### src/rtl/tone_id_pkg.sv
package tone_id_pkg;

  // Strobes from the edge/period control to the tone datapath
  typedef struct packed {
    logic clear;    // flush every detector
    logic period;   // a full period has been measured (value valid)
    logic timeout;  // line idle too long: count a miss
  } idStrobe_t;

  // Shortest period (ticks) still inside a window: ceil(f_tick / f_high)
  function automatic int ticksMin(int tickHz, int toneMhz, int halfMhz);
    longint num;
    longint den;
    num = longint'(tickHz) * 64'sd1000;
    den = longint'(toneMhz + halfMhz);
    return int'((num + den - 64'sd1) / den);
  endfunction

  // Longest period (ticks) still inside a window: floor(f_tick / f_low)
  function automatic int ticksMax(int tickHz, int toneMhz, int halfMhz);
    longint num;
    longint den;
    num = longint'(tickHz) * 64'sd1000;
    den = longint'(toneMhz - halfMhz);
    return int'(num / den);
  endfunction

  function automatic int maxOf(int a, int b);
    return (a > b) ? a : b;
  endfunction

endpackage

### src/rtl/tone_id_ctrl.sv
module tone_id_ctrl
  import tone_id_pkg::*;
#(
  parameter int TIMEOUT_TICKS = 1718,
  parameter int CNT_W         = 11
) (
  input  logic             clk,
  input  logic             rstN,
  input  logic             tickEn,
  input  logic             idBit,
  input  logic             clearReq,
  output idStrobe_t        strobe,
  output logic [CNT_W-1:0] periodVal
);

  localparam logic [CNT_W-1:0] LAST_CNT = CNT_W'(TIMEOUT_TICKS - 1);

  logic [2:0]       syncQ;
  logic             riseNow;
  logic             armed;
  logic [CNT_W-1:0] periodCnt;
  logic             atLimit;

  // Two-stage synchroniser plus one history stage, advanced per tick
  always_ff @(posedge clk or negedge rstN) begin
    if (!rstN) begin
      syncQ <= '0;
    end else if (tickEn) begin
      syncQ <= {syncQ[1:0], idBit};
    end
  end

  assign riseNow = syncQ[1] & ~syncQ[2];
  assign atLimit = (periodCnt == LAST_CNT);

  // Period counter: restarts on every rising edge, wraps on timeout
  always_ff @(posedge clk or negedge rstN) begin
    if (!rstN) begin
      armed     <= 1'b0;
      periodCnt <= '0;
    end else if (clearReq) begin
      armed     <= 1'b0;
      periodCnt <= '0;
    end else if (tickEn) begin
      if (riseNow) begin
        armed     <= 1'b1;
        periodCnt <= '0;
      end else if (armed) begin
        periodCnt <= atLimit ? '0 : periodCnt + 1'b1;
      end
    end
  end

  always_comb begin
    strobe.clear   = clearReq;
    strobe.period  = tickEn & ~clearReq & armed & riseNow;
    strobe.timeout = tickEn & ~clearReq & armed & ~riseNow & atLimit;
    periodVal      = periodCnt + 1'b1;
  end

endmodule

### src/rtl/tone_id_chan.sv
module tone_id_chan
  import tone_id_pkg::*;
#(
  parameter int CNT_W   = 11,
  parameter int WIN_LO  = 844,
  parameter int WIN_HI  = 859,
  parameter int FULL    = 110,
  parameter int ON_LVL  = 48,
  parameter int OFF_LVL = 40
) (
  input  logic             clk,
  input  logic             rstN,
  input  logic             tickEn,
  input  idStrobe_t        strobe,
  input  logic [CNT_W-1:0] periodVal,
  output logic             idRaw
);

  localparam int               LVL_W = $clog2(FULL + 1);
  localparam logic [CNT_W-1:0] LO_V  = CNT_W'(WIN_LO);
  localparam logic [CNT_W-1:0] HI_V  = CNT_W'(WIN_HI);
  localparam logic [LVL_W-1:0] FULL_V = LVL_W'(FULL);
  localparam logic [LVL_W-1:0] ON_V   = LVL_W'(ON_LVL);
  localparam logic [LVL_W-1:0] OFF_V  = LVL_W'(OFF_LVL);

  logic             inWin;
  logic             prevIn;
  logic             hit;
  logic [LVL_W-1:0] level;

  assign inWin = (periodVal >= LO_V) && (periodVal <= HI_V);
  assign hit   = inWin & prevIn;

  // Tracking flag and saturating integrator
  always_ff @(posedge clk or negedge rstN) begin
    if (!rstN) begin
      prevIn <= 1'b0;
      level  <= '0;
    end else if (strobe.clear) begin
      prevIn <= 1'b0;
      level  <= '0;
    end else if (strobe.period) begin
      prevIn <= inWin;
      if (hit) begin
        if (level != FULL_V) level <= level + 1'b1;
      end else if (level != '0) begin
        level <= level - 1'b1;
      end
    end else if (strobe.timeout) begin
      prevIn <= 1'b0;
      if (level != '0) level <= level - 1'b1;
    end
  end

  // Hysteresis between set and release levels
  always_ff @(posedge clk or negedge rstN) begin
    if (!rstN) begin
      idRaw <= 1'b0;
    end else if (strobe.clear) begin
      idRaw <= 1'b0;
    end else if (tickEn) begin
      if (level >= ON_V)       idRaw <= 1'b1;
      else if (level <= OFF_V) idRaw <= 1'b0;
    end
  end

endmodule

### src/rtl/tone_id_datapath.sv
module tone_id_datapath
  import tone_id_pkg::*;
#(
  parameter int CNT_W    = 11,
  parameter int S_LO     = 844,
  parameter int S_HI     = 859,
  parameter int D_LO     = 364,
  parameter int D_HI     = 366,
  parameter int S_FULL   = 110,
  parameter int S_ON     = 48,
  parameter int S_OFF    = 40,
  parameter int D_FULL   = 258,
  parameter int D_ON     = 110,
  parameter int D_OFF    = 94
) (
  input  logic             clk,
  input  logic             rstN,
  input  logic             tickEn,
  input  idStrobe_t        strobe,
  input  logic [CNT_W-1:0] periodVal,
  output logic             stereoId,
  output logic             dualId
);

  localparam int NUM_TONES = 2;  // index 0 stereo, 1 dual

  logic [NUM_TONES-1:0] rawId;

  for (genvar g = 0; g < NUM_TONES; g++) begin : gTone
    tone_id_chan #(
      .CNT_W  (CNT_W),
      .WIN_LO ((g == 0) ? S_LO   : D_LO),
      .WIN_HI ((g == 0) ? S_HI   : D_HI),
      .FULL   ((g == 0) ? S_FULL : D_FULL),
      .ON_LVL ((g == 0) ? S_ON   : D_ON),
      .OFF_LVL((g == 0) ? S_OFF  : D_OFF)
    ) uChan (
      .clk      (clk),
      .rstN     (rstN),
      .tickEn   (tickEn),
      .strobe   (strobe),
      .periodVal(periodVal),
      .idRaw    (rawId[g])
    );
  end

  // Output register with dual priority
  always_ff @(posedge clk or negedge rstN) begin
    if (!rstN) begin
      stereoId <= 1'b0;
      dualId   <= 1'b0;
    end else if (strobe.clear) begin
      stereoId <= 1'b0;
      dualId   <= 1'b0;
    end else if (tickEn) begin
      dualId   <= rawId[1];
      stereoId <= rawId[0] & ~rawId[1];
    end
  end

endmodule

### src/rtl/pilot_tone_ident.sv
module pilot_tone_ident
  import tone_id_pkg::*;
#(
  parameter int TICK_HZ         = 100000,
  parameter int STEREO_MHZ      = 117480,
  parameter int STEREO_HALF_MHZ = 1100,
  parameter int DUAL_MHZ        = 274120,
  parameter int DUAL_HALF_MHZ   = 1150,
  parameter int STEREO_FULL     = 110,
  parameter int STEREO_ON       = 48,
  parameter int STEREO_OFF      = 40,
  parameter int DUAL_FULL       = 258,
  parameter int DUAL_ON         = 110,
  parameter int DUAL_OFF        = 94
) (
  input  logic clk,
  input  logic rstN,
  input  logic tickEn,
  input  logic idBit,
  input  logic clearReq,
  output logic stereoId,
  output logic dualId
);

  localparam int S_LO          = ticksMin(TICK_HZ, STEREO_MHZ, STEREO_HALF_MHZ);
  localparam int S_HI          = ticksMax(TICK_HZ, STEREO_MHZ, STEREO_HALF_MHZ);
  localparam int D_LO          = ticksMin(TICK_HZ, DUAL_MHZ, DUAL_HALF_MHZ);
  localparam int D_HI          = ticksMax(TICK_HZ, DUAL_MHZ, DUAL_HALF_MHZ);
  localparam int TIMEOUT_TICKS = 2 * maxOf(S_HI, D_HI);
  localparam int CNT_W         = $clog2(TIMEOUT_TICKS + 1);

  idStrobe_t        strobe;
  logic [CNT_W-1:0] periodVal;

  tone_id_ctrl #(
    .TIMEOUT_TICKS(TIMEOUT_TICKS),
    .CNT_W        (CNT_W)
  ) uCtrl (
    .clk      (clk),
    .rstN     (rstN),
    .tickEn   (tickEn),
    .idBit    (idBit),
    .clearReq (clearReq),
    .strobe   (strobe),
    .periodVal(periodVal)
  );

  tone_id_datapath #(
    .CNT_W (CNT_W),
    .S_LO  (S_LO),
    .S_HI  (S_HI),
    .D_LO  (D_LO),
    .D_HI  (D_HI),
    .S_FULL(STEREO_FULL),
    .S_ON  (STEREO_ON),
    .S_OFF (STEREO_OFF),
    .D_FULL(DUAL_FULL),
    .D_ON  (DUAL_ON),
    .D_OFF (DUAL_OFF)
  ) uData (
    .clk      (clk),
    .rstN     (rstN),
    .tickEn   (tickEn),
    .strobe   (strobe),
    .periodVal(periodVal),
    .stereoId (stereoId),
    .dualId   (dualId)
  );

endmodule

### config.mk
export PLATFORM = sky130hd
export DESIGN_NAME = pilot_tone_ident
export DESIGN_NICKNAME = d
export VERILOG_FILES = /design/src/rtl/tone_id_pkg.sv /design/src/rtl/tone_id_ctrl.sv /design/src/rtl/tone_id_chan.sv /design/src/rtl/tone_id_datapath.sv /design/src/rtl/pilot_tone_ident.sv
export SDC_FILE = /design/constraint.sdc
export NUM_CORES = 1
export LEC_CHECK = 0
export ABC_AREA = 1
export CAP_MARGIN = 20
export CORE_MARGIN = 2
export CORE_UTILIZATION = 45
export DETAILED_ROUTE_END_ITERATION = 7
export GPL_TIMING_DRIVEN = 0
export HOLD_SLACK_MARGIN = 0.06
export SLEW_MARGIN = 20
export SYNTH_ARGS = -nofsm -noshare
export SYNTH_HDL_FRONTEND = slang
export SYNTH_SLANG_ARGS = --single-unit
### constraint.sdc
create_clock -name clk -period 2.71 [get_ports clk]
set_input_delay 0.542 -clock clk [delete_from_list [all_inputs] [get_ports clk]]
set_output_delay 0.542 -clock clk [all_outputs]
set_load 0.05 [all_outputs]
==> metrics.md, run 1 <==
| Metric | Value |
|---|---|
| Max_cap viols | `0` |
| Die ar. | `between 0.006 and 0.007 mm^2` |
| M3 GR Usage | `under 10%` |
| Syn_nets | `420` |
| Ports | `7` |
| Post-synth top area share | `around 33%` |
| Critical Path, Cell by Cell | `ha_1 -> nand3_1 -> o21ai_1 -> nand2_1 -> a21oi_1 -> nand3_1 -> nor2_4 -> nand4_1 -> nand3_1 -> inv_2 -> nand2_1 -> nand2_1` |
| Worst-Margin Slew | `approximately 0.49 ns` |
| Commonest non-fill, non-tap cells in the layout | `115 x nand2_1, 49 x inv_1, 37 x dfrtp_1` |
| WL final | `~6.3 mm` |
| Core region area | `between 0.005 and 0.006 mm^2` |
| Syn_area_per_cell | `just under 7 um^2` |
| Pre-antenna DRT Iters | `4` |
| CTS root buffer | `clkbuf_8` |
| Status | `finished clean` |
| Row cnt | `28` |
| Pleak | `1.42 nW` |
| Critical Path AT | `2.58 ns` |
| Hold_ws | `just over 0.1 ns` |
| Slew Viols, Final | `0` |
| Number of global-route vias before repair | `between 2000 and 2500` |
| Busiest grt layer | `met2` |
| Reg area | `roughly 930 um^2` |
| #FFs+latches synth | `37` |
| CTS H-tree depth | `2` |
| CTS tree | `done` |
| RSZ-0062 raised after global routing | `no` |
| Syn Std Cell Area | `0.00279 mm^2` |
| Warnings from Yosys | `0` |
| Gr ovfl total | `0` |
| Diodes inserted | `0` |
| Initial Utilization | `around 47%` |
| CP Launch Type | `flip-flop` |
| VDD IR max | `roughly 350 uV` |
| Synth area leader | `dfrtp_1` |
| Slew HR | `between 60% and 70%` |
| Met2 Use GR | `between 30% and 40%` |
| Logic pwr share | `between 50% and 60%` |
| Clk buf depth | `2` |
| DR vias/cell | `a little over 5` |
| Initial DRC count | `between 100 and 150` |
| Commonest non-fill, non-tap cell in the layout | `nand2_1` |
| Seq pwr share | `roughly a third` |
| Fmax | `roughly 420 MHz` |
| Switching Fraction | `roughly 45%` |
| Die Wd | `slightly above 80 um` |
| Gr usage total | `20.7%` |
| Largest net degree at the start of global routing | `29` |
| Period minus WS final | `about 2.4 ns` |
| Clk network pwr share | `16.5%` |
| Crit path required time | `about 2.9 ns` |
| Area of the multi-input gates | `0.00161 mm^2` |
| Detail Route Antenna Nets | `0` |
| DRC | `0` |
| Via count | `2569` |
| Met1 usage | `a little over a quarter` |
| Top cells by area, synth | `dfrtp_1 33%, nand2_1 15%, inv_1 6.6%, nand3_1 5.4%, nor2_1 4.7%` |
| P_int | `approximately 0.0013 W` |
| Initial antenna violation count | `0` |
| Post-Syn Instances | `405` |
| Die height | `82.7 um` |
| Total CTS buffers | `5` |
| CP Capture Type | `flip-flop` |
| Reg2Reg Launch Point | `uCtrl.periodCnt[1]` |
| Crit Path Category | `reg -> reg` |
| Sequential fraction of the synthesis area | `between 30% and 40%` |
| First-pass GRT wire length | `10.8 mm` |
| Nets@finish | `434` |
| Hold Path Class | `in -> async` |
| Netlist cell types | `33` |
| Wire per inst | `between 10 and 15 um` |
| P_sw | `approximately 0.0011 W` |
| Layout Area Growth over Synthesis | `9.20%` |
| Period utilization | `between 80% and 90%` |
| Layout Skew | `0.0139 ns` |
| Slowest stage delay, CP | `0.45 ns` |
| Final Setup Violations | `0` |
| Layout cell share with drive strength beyond 1 | `~11%` |
| Filler cells | `a little over 600` |
| Final core occ | `between 50% and 60%` |
| Launch point of the worst path | `uCtrl.periodCnt[1]` |
| CP Max Fanout | `6` |
| Hold Fails Final Rpt | `0` |
| Slowest stage cell, crit path | `dfrtp_1` |
| Dpl hpwl | `4.82 mm` |
| I/O Buffers | `6` |
| Worst skew pair latency | `approximately 0.30 ns` |
| Placer Congestion | `roughly 0.85` |
| Total power | `approximately 0.0024 W` |
| Post-CTS setup buffer count | `0` |
| Clk pin slew, worst setup/hold paths | `about 0.08 ns` |
| CTS sink cnt | `37` |
| Power per cell area | `774 mW/mm^2` |
## per-stage QoR
stage / instances / TNS (ns) / setup slack, ns / cell area (um^2)
final: 495 / 0 / 0.312 / 3040
after global routing: 495 / 0 / 0.0462 / 3040
after CTS: 495 / 0 / 0.232 / 3040
after detailed placement: 487 / -0.123 / -0.0760 / 2960
after global placement: 486 / -0.0107 / -0.0107 / 2940
after floorplan: 405 / 0 / 0.744 / 2790
## power groups by stage
stage               Combinational (W)  Sequential [W]  Clock, W
floorplan                    0.000981        0.000750         0
global placement              0.00117        0.000775         0
detailed placement            0.00120        0.000771         0
CTS                           0.00120        0.000763  0.000400
global route                  0.00142        0.000785  0.000420
finish                        0.00120        0.000766  0.000390
## flip-flops by register name, summed over array words and instances (netlist names)
signal / flops
uData.stereoId: 1
uData.gTone.uChan.level: 16
uCtrl.syncQ: 3
uData.gTone.uChan.idRaw: 2
uData.gTone.uChan.prevIn: 2
uCtrl.armed: 1
uCtrl.periodCnt: 11
uData.dualId: 1
## worst max-delay path: cells and delay by family (launching register included)
| family | cells | cell delay, ns |
|---|---|---|
| buf+inv | 1 | 0.09 |
| flops | 1 | 0.45 |
| fa+ha+maj | 1 | 0.27 |
| compound gates | 2 | 0.40 |
| simple gates | 8 | 1.07 |
## metal layers
layer	share of wire [%]	wire length, um
met5	0	0
met4	0.98	62
met3	2.8	179
met2	48	3050
met1	48	3010
## area by class of cell
cell class	count	area share (%)
multi-input combinational	305	52.9
inverter	54	6.66
timing repair buffer	7	2.47
sequential	37	30.4
clock buffer	5	2.26
clock inverter	3	0.575
tap	75	3.08
buffer	9	1.60
## cell usage after synthesis
cell and count:
a21oi_2 1, nor3_4 1, a21oi_1 9, nor2_4 3, nor4_1 1, nor2_2 5, o21ai_1 10, xnor2_1 4
clkbuf_1 5, nor2_1 35, inv_1 49, buf_2 2, nand2_2 5, a311oi_1 1, o21ai_0 18, nand4_2 1
dfrtp_1 37, o22ai_1 10, or2_2 3, nand3_1 30, buf_4 1, o31ai_1 1, xor2_1 12, nand2_4 1
nand2_1 115, ha_1 10, buf_6 1, a22o_1 1, nand4_1 14, inv_2 5, nor3_1 6, nand3_2 5
o211ai_1 3
## cells by family after synthesis
logic type                 synth area share (%)
DFF                                        33.2
buffers and inverters                      8.98
adders and majority gates                  4.49
xor gates and xnor gates                   5.03
AOI/OAI and AO/OA                          10.9
and+or+nand+nor                            37.4
## path summary, 6_finish.rpt
check | slack (ns) | depth (start not counted) | to
worst max-delay path | 0.31 | 12 | uData.gTone[0].uChan.level[0]
worst min-delay path | 0.10 | 1 | uCtrl.periodCnt[3]
worst max register to register | 0.31 | 12 | uData.gTone[0].uChan.level[0]
worst min register to register | 0.48 | 2 | uCtrl.syncQ[0]
max in group asynchronous | 2.16 | 2 | uData.gTone[1].uChan.level[1]
min in group clk | 0.48 | 2 | uCtrl.syncQ[0]
## timing repair
action / CTS / global route
hold buffers: 0 / 0
gates resized for setup: 0 / 2
setup endpoints to repair: 0 / 1
No activity file was read; power rests on OpenSTA's default activity.
==> inputs of run 2 (changes only) <==
- CORE_ASPECT_RATIO: unset -> 0.75
- CTS_BUF_LIST: unset -> sky130_fd_sc_hd__clkbuf_8
==> metrics.md, run 2 (synthesis gave the netlist of run 1 again) <==
| Metric | Value |
|---|---|
| Finished layout cell area | `0.00309 mm^2 (+1.6%)` |
| Fmax | `396 MHz (-5.1%)` |
| First-pass GRT wire length | `11.4 mm (+5.5%)` |
| Filler cells | `594 (-2.9%)` |
| Core region area | `0.00589 mm^2 (-1.2%)` |
| R2R setup slack | `0.39 ns (+0.08 ns)` |
| Number of global-route vias before repair | `2498 (+4.7%)` |
| Switching Fraction | `41.6% (-3.3 points)` |
| Final Setup Violations | `0 (unchanged)` |
| Ports | `7 (unchanged)` |
| Reg2Reg Launch Point | `uCtrl.periodCnt[1]` |
| CTS sink cnt | `37 (unchanged)` |
| Pleak | `1.44 nW (+1.5%)` |
| Clk network pwr share | `22.6% (+6.1 points)` |
| Worst skew pair latency | `0.30 ns (about the same)` |
| CTS tree | `done` |
| Worst-Margin Slew | `0.516 ns (+0.0216 ns)` |
| R2r endpoint | `uData.gTone[1].uChan.level[7]` |
| Die Wd | `94.9 um (+15%)` |
| Wire per inst | `12.9 um (+1.0%)` |
| Nets@finish | `434 (unchanged)` |
| Crit path required time | `2.95 ns (+0.06 ns)` |
| Period utilization | `93.3% (+4.8 points)` |
| Status | `finished clean` |
| Seq pwr share | `30.1% (-2.4 points)` |
| Worst R2R Path Depth | `14 (+2)` |
| Commonest non-fill, non-tap cell in the layout | `nand2_1` |
| Metal2 WL | `2.69 mm (-12%)` |
| Gr ovfl total | `0 (unchanged)` |
| CP Launch Type | `primary input` |
| DRC | `0 (unchanged)` |
| VDD IR max | `479 uV (+36%)` |
| CTS hold repair buffers | `0 (unchanged)` |
| Clk buf depth | `2 (unchanged)` |
| Initial antenna violation count | `0 (unchanged)` |
| Gr usage total | `21.2% (+0.50 points)` |
| Crit path to | `uData.gTone[0].uChan.level[6]` |
| Total CTS buffers | `5 (unchanged)` |
| Placer Congestion | `0.834 (-1.5%)` |
| P_int | `0.00149 W (+14%)` |
| Power per cell area | `822 mW/mm^2 (+6.2%)` |
| Max reg flops | `16 (unchanged)` |
| CP Capture Type | `flip-flop` |
| Area of placed instances | `0.00296 mm^2 (+0.13%)` |
| Diodes inserted | `0 (unchanged)` |
| Initial DRC count | `138 (-2.1%)` |
| RSZ-0062 raised after global routing | `no` |
| Row cnt | `24 (-14%)` |
| Slew Viols, Final | `0 (unchanged)` |
| Met1 wire length | `3.40 mm (+13%)` |
| P_sw | `0.00106 W (about the same)` |
| Top routing layer in use | `met4` |
| Layout Skew | `0.0124 ns (-0.00150 ns)` |
| Pre-antenna DRT Iters | `4 (unchanged)` |
| Layout Area Growth over Synthesis | `11.0%` |
| Logic pwr share | `47.3% (-3.6 points)` |
| Commonest non-fill, non-tap cells in the layout | `115 x nand2_1, 49 x inv_1, 37 x dfrtp_1` |
| Layout cell share with drive strength beyond 1 | `10.5% (-0.24 points)` |
| I/O Buffers | `6 (unchanged)` |
| Crit Path Category | `in -> reg` |
| Die ar. | `0.00685 mm^2 (about the same)` |
| CTS root buffer | `clkbuf_8` |
| Hold Fails Final Rpt | `0 (unchanged)` |
| Met3 wire length | `285 um (+59%)` |
| Resized cells post-CTS | `0 (unchanged)` |
| Setup tns final | `0 ns (unchanged)` |
| Critical Path AT | `2.77 ns (+0.19 ns)` |
| Hold Path Class | `in -> async` |
| Dpl hpwl | `4.94 mm (+2.5%)` |
| Largest net degree at the start of global routing | `31 (+6.9%)` |
| Initial Utilization | `47.4% (+0.56 points)` |
| Clk pin slew, worst setup/hold paths | `0.08 ns (about the same)` |
| Slew HR | `65.6% (-1.3 points)` |
| DR vias/cell | `5.16 (-0.49%)` |
| Period minus WS final | `2.53 ns (+0.130 ns)` |
| Post-CTS setup buffer count | `0 (unchanged)` |
| Biggest register | `uData.gTone.uChan.level` |
| WL final | `6.41 mm (+1.6%)` |
| Via count | `2572 (+0.12%)` |
| Max_cap viols | `0 (unchanged)` |
| CTS H-tree depth | `2 (unchanged)` |
| CP Max Fanout | `10 (+4)` |
| Detail Route Antenna Nets | `0 (unchanged)` |
| Biggest regs | `uData.gTone.uChan.level x16, uCtrl.periodCnt x11, uCtrl.syncQ x3` |
| Die height | `72.2 um (-13%)` |
| Launch point of the worst path | `tickEn` |
-- run 2: worst min-delay path by stage --
| stage | start | end | slack (ns) |
|---|---|---|---|
| global route | rstN | uCtrl.periodCnt[8] | 0.08 |
| detailed placement | rstN | uCtrl.syncQ[0] | 0.41 |
| global placement | uCtrl.syncQ[0] | uCtrl.syncQ[0] | 0.46 |
| finish | rstN | uCtrl.periodCnt[4] | 0.08 |
| floorplan | rstN | uCtrl.armed | 0.25 |
| CTS | rstN | uCtrl.syncQ[2] | 0.09 |
-- run 2: area by class of cell --
class	instances	area (um^2)	share of cell area, %
multi-input combinational	305	1610	52.1
sequential	37	926	29.9
inverter	54	203	6.55
tap	78	97.6	3.15
timing repair buffer	7	75.1	2.43
clock buffer	5	68.8	2.22
clock inverter	3	65.1	2.10
buffer	9	47.5	1.54
-- run 2: worst max-delay path, stage by stage --
cell             delay (ns)
clkdlybuf4s50_1        0.65
inv_1                  0.21
nor2_1                 0.16
nand3_1                0.21
inv_1                  0.16
clkbuf_1               0.37
o21ai_0                0.17
o21ai_0                0.17
nand2_1                0.07
nand2_1                0.05
-- run 2: power groups by stage --
stage | combinational, W | sequential, W | clock (W)
6_report | 0.00120 | 0.000766 | 0.000574
5_1_grt | 0.00141 | 0.000785 | 0.000618
4_1_cts | 0.00121 | 0.000765 | 0.000585
3_5_place_dp | 0.00120 | 0.000776 | 0
3_3_place_gp | 0.00118 | 0.000774 | 0
2_1_floorplan | 0.000981 | 0.000750 | 0
-- run 2: per-stage QoR --
stage	setup WS, ns	instances	utilization, %	power [W]	hold slack (ns)
4_1_cts	0.191	498	52.6	0.00256	0.0863
3_3_place_gp	-0.0847	489	50.0	0.00195	0.463
2_1_floorplan	0.744	405	-	0.00173	0.246
3_5_place_dp	-0.114	490	50.3	0.00197	0.411
5_1_grt	0.0195	498	52.6	0.00282	0.0845
6_report	0.182	498	52.6	0.00254	0.0820
-- run 2: layer usage --
layer | up-vias | global-route usage, %
met5 | - | 0
met1 | 1171 | 31.5
met2 | 52 | 32.2
li1 | 1347 | -
met3 | 2 | 3.84
met4 | 0 | 5.31
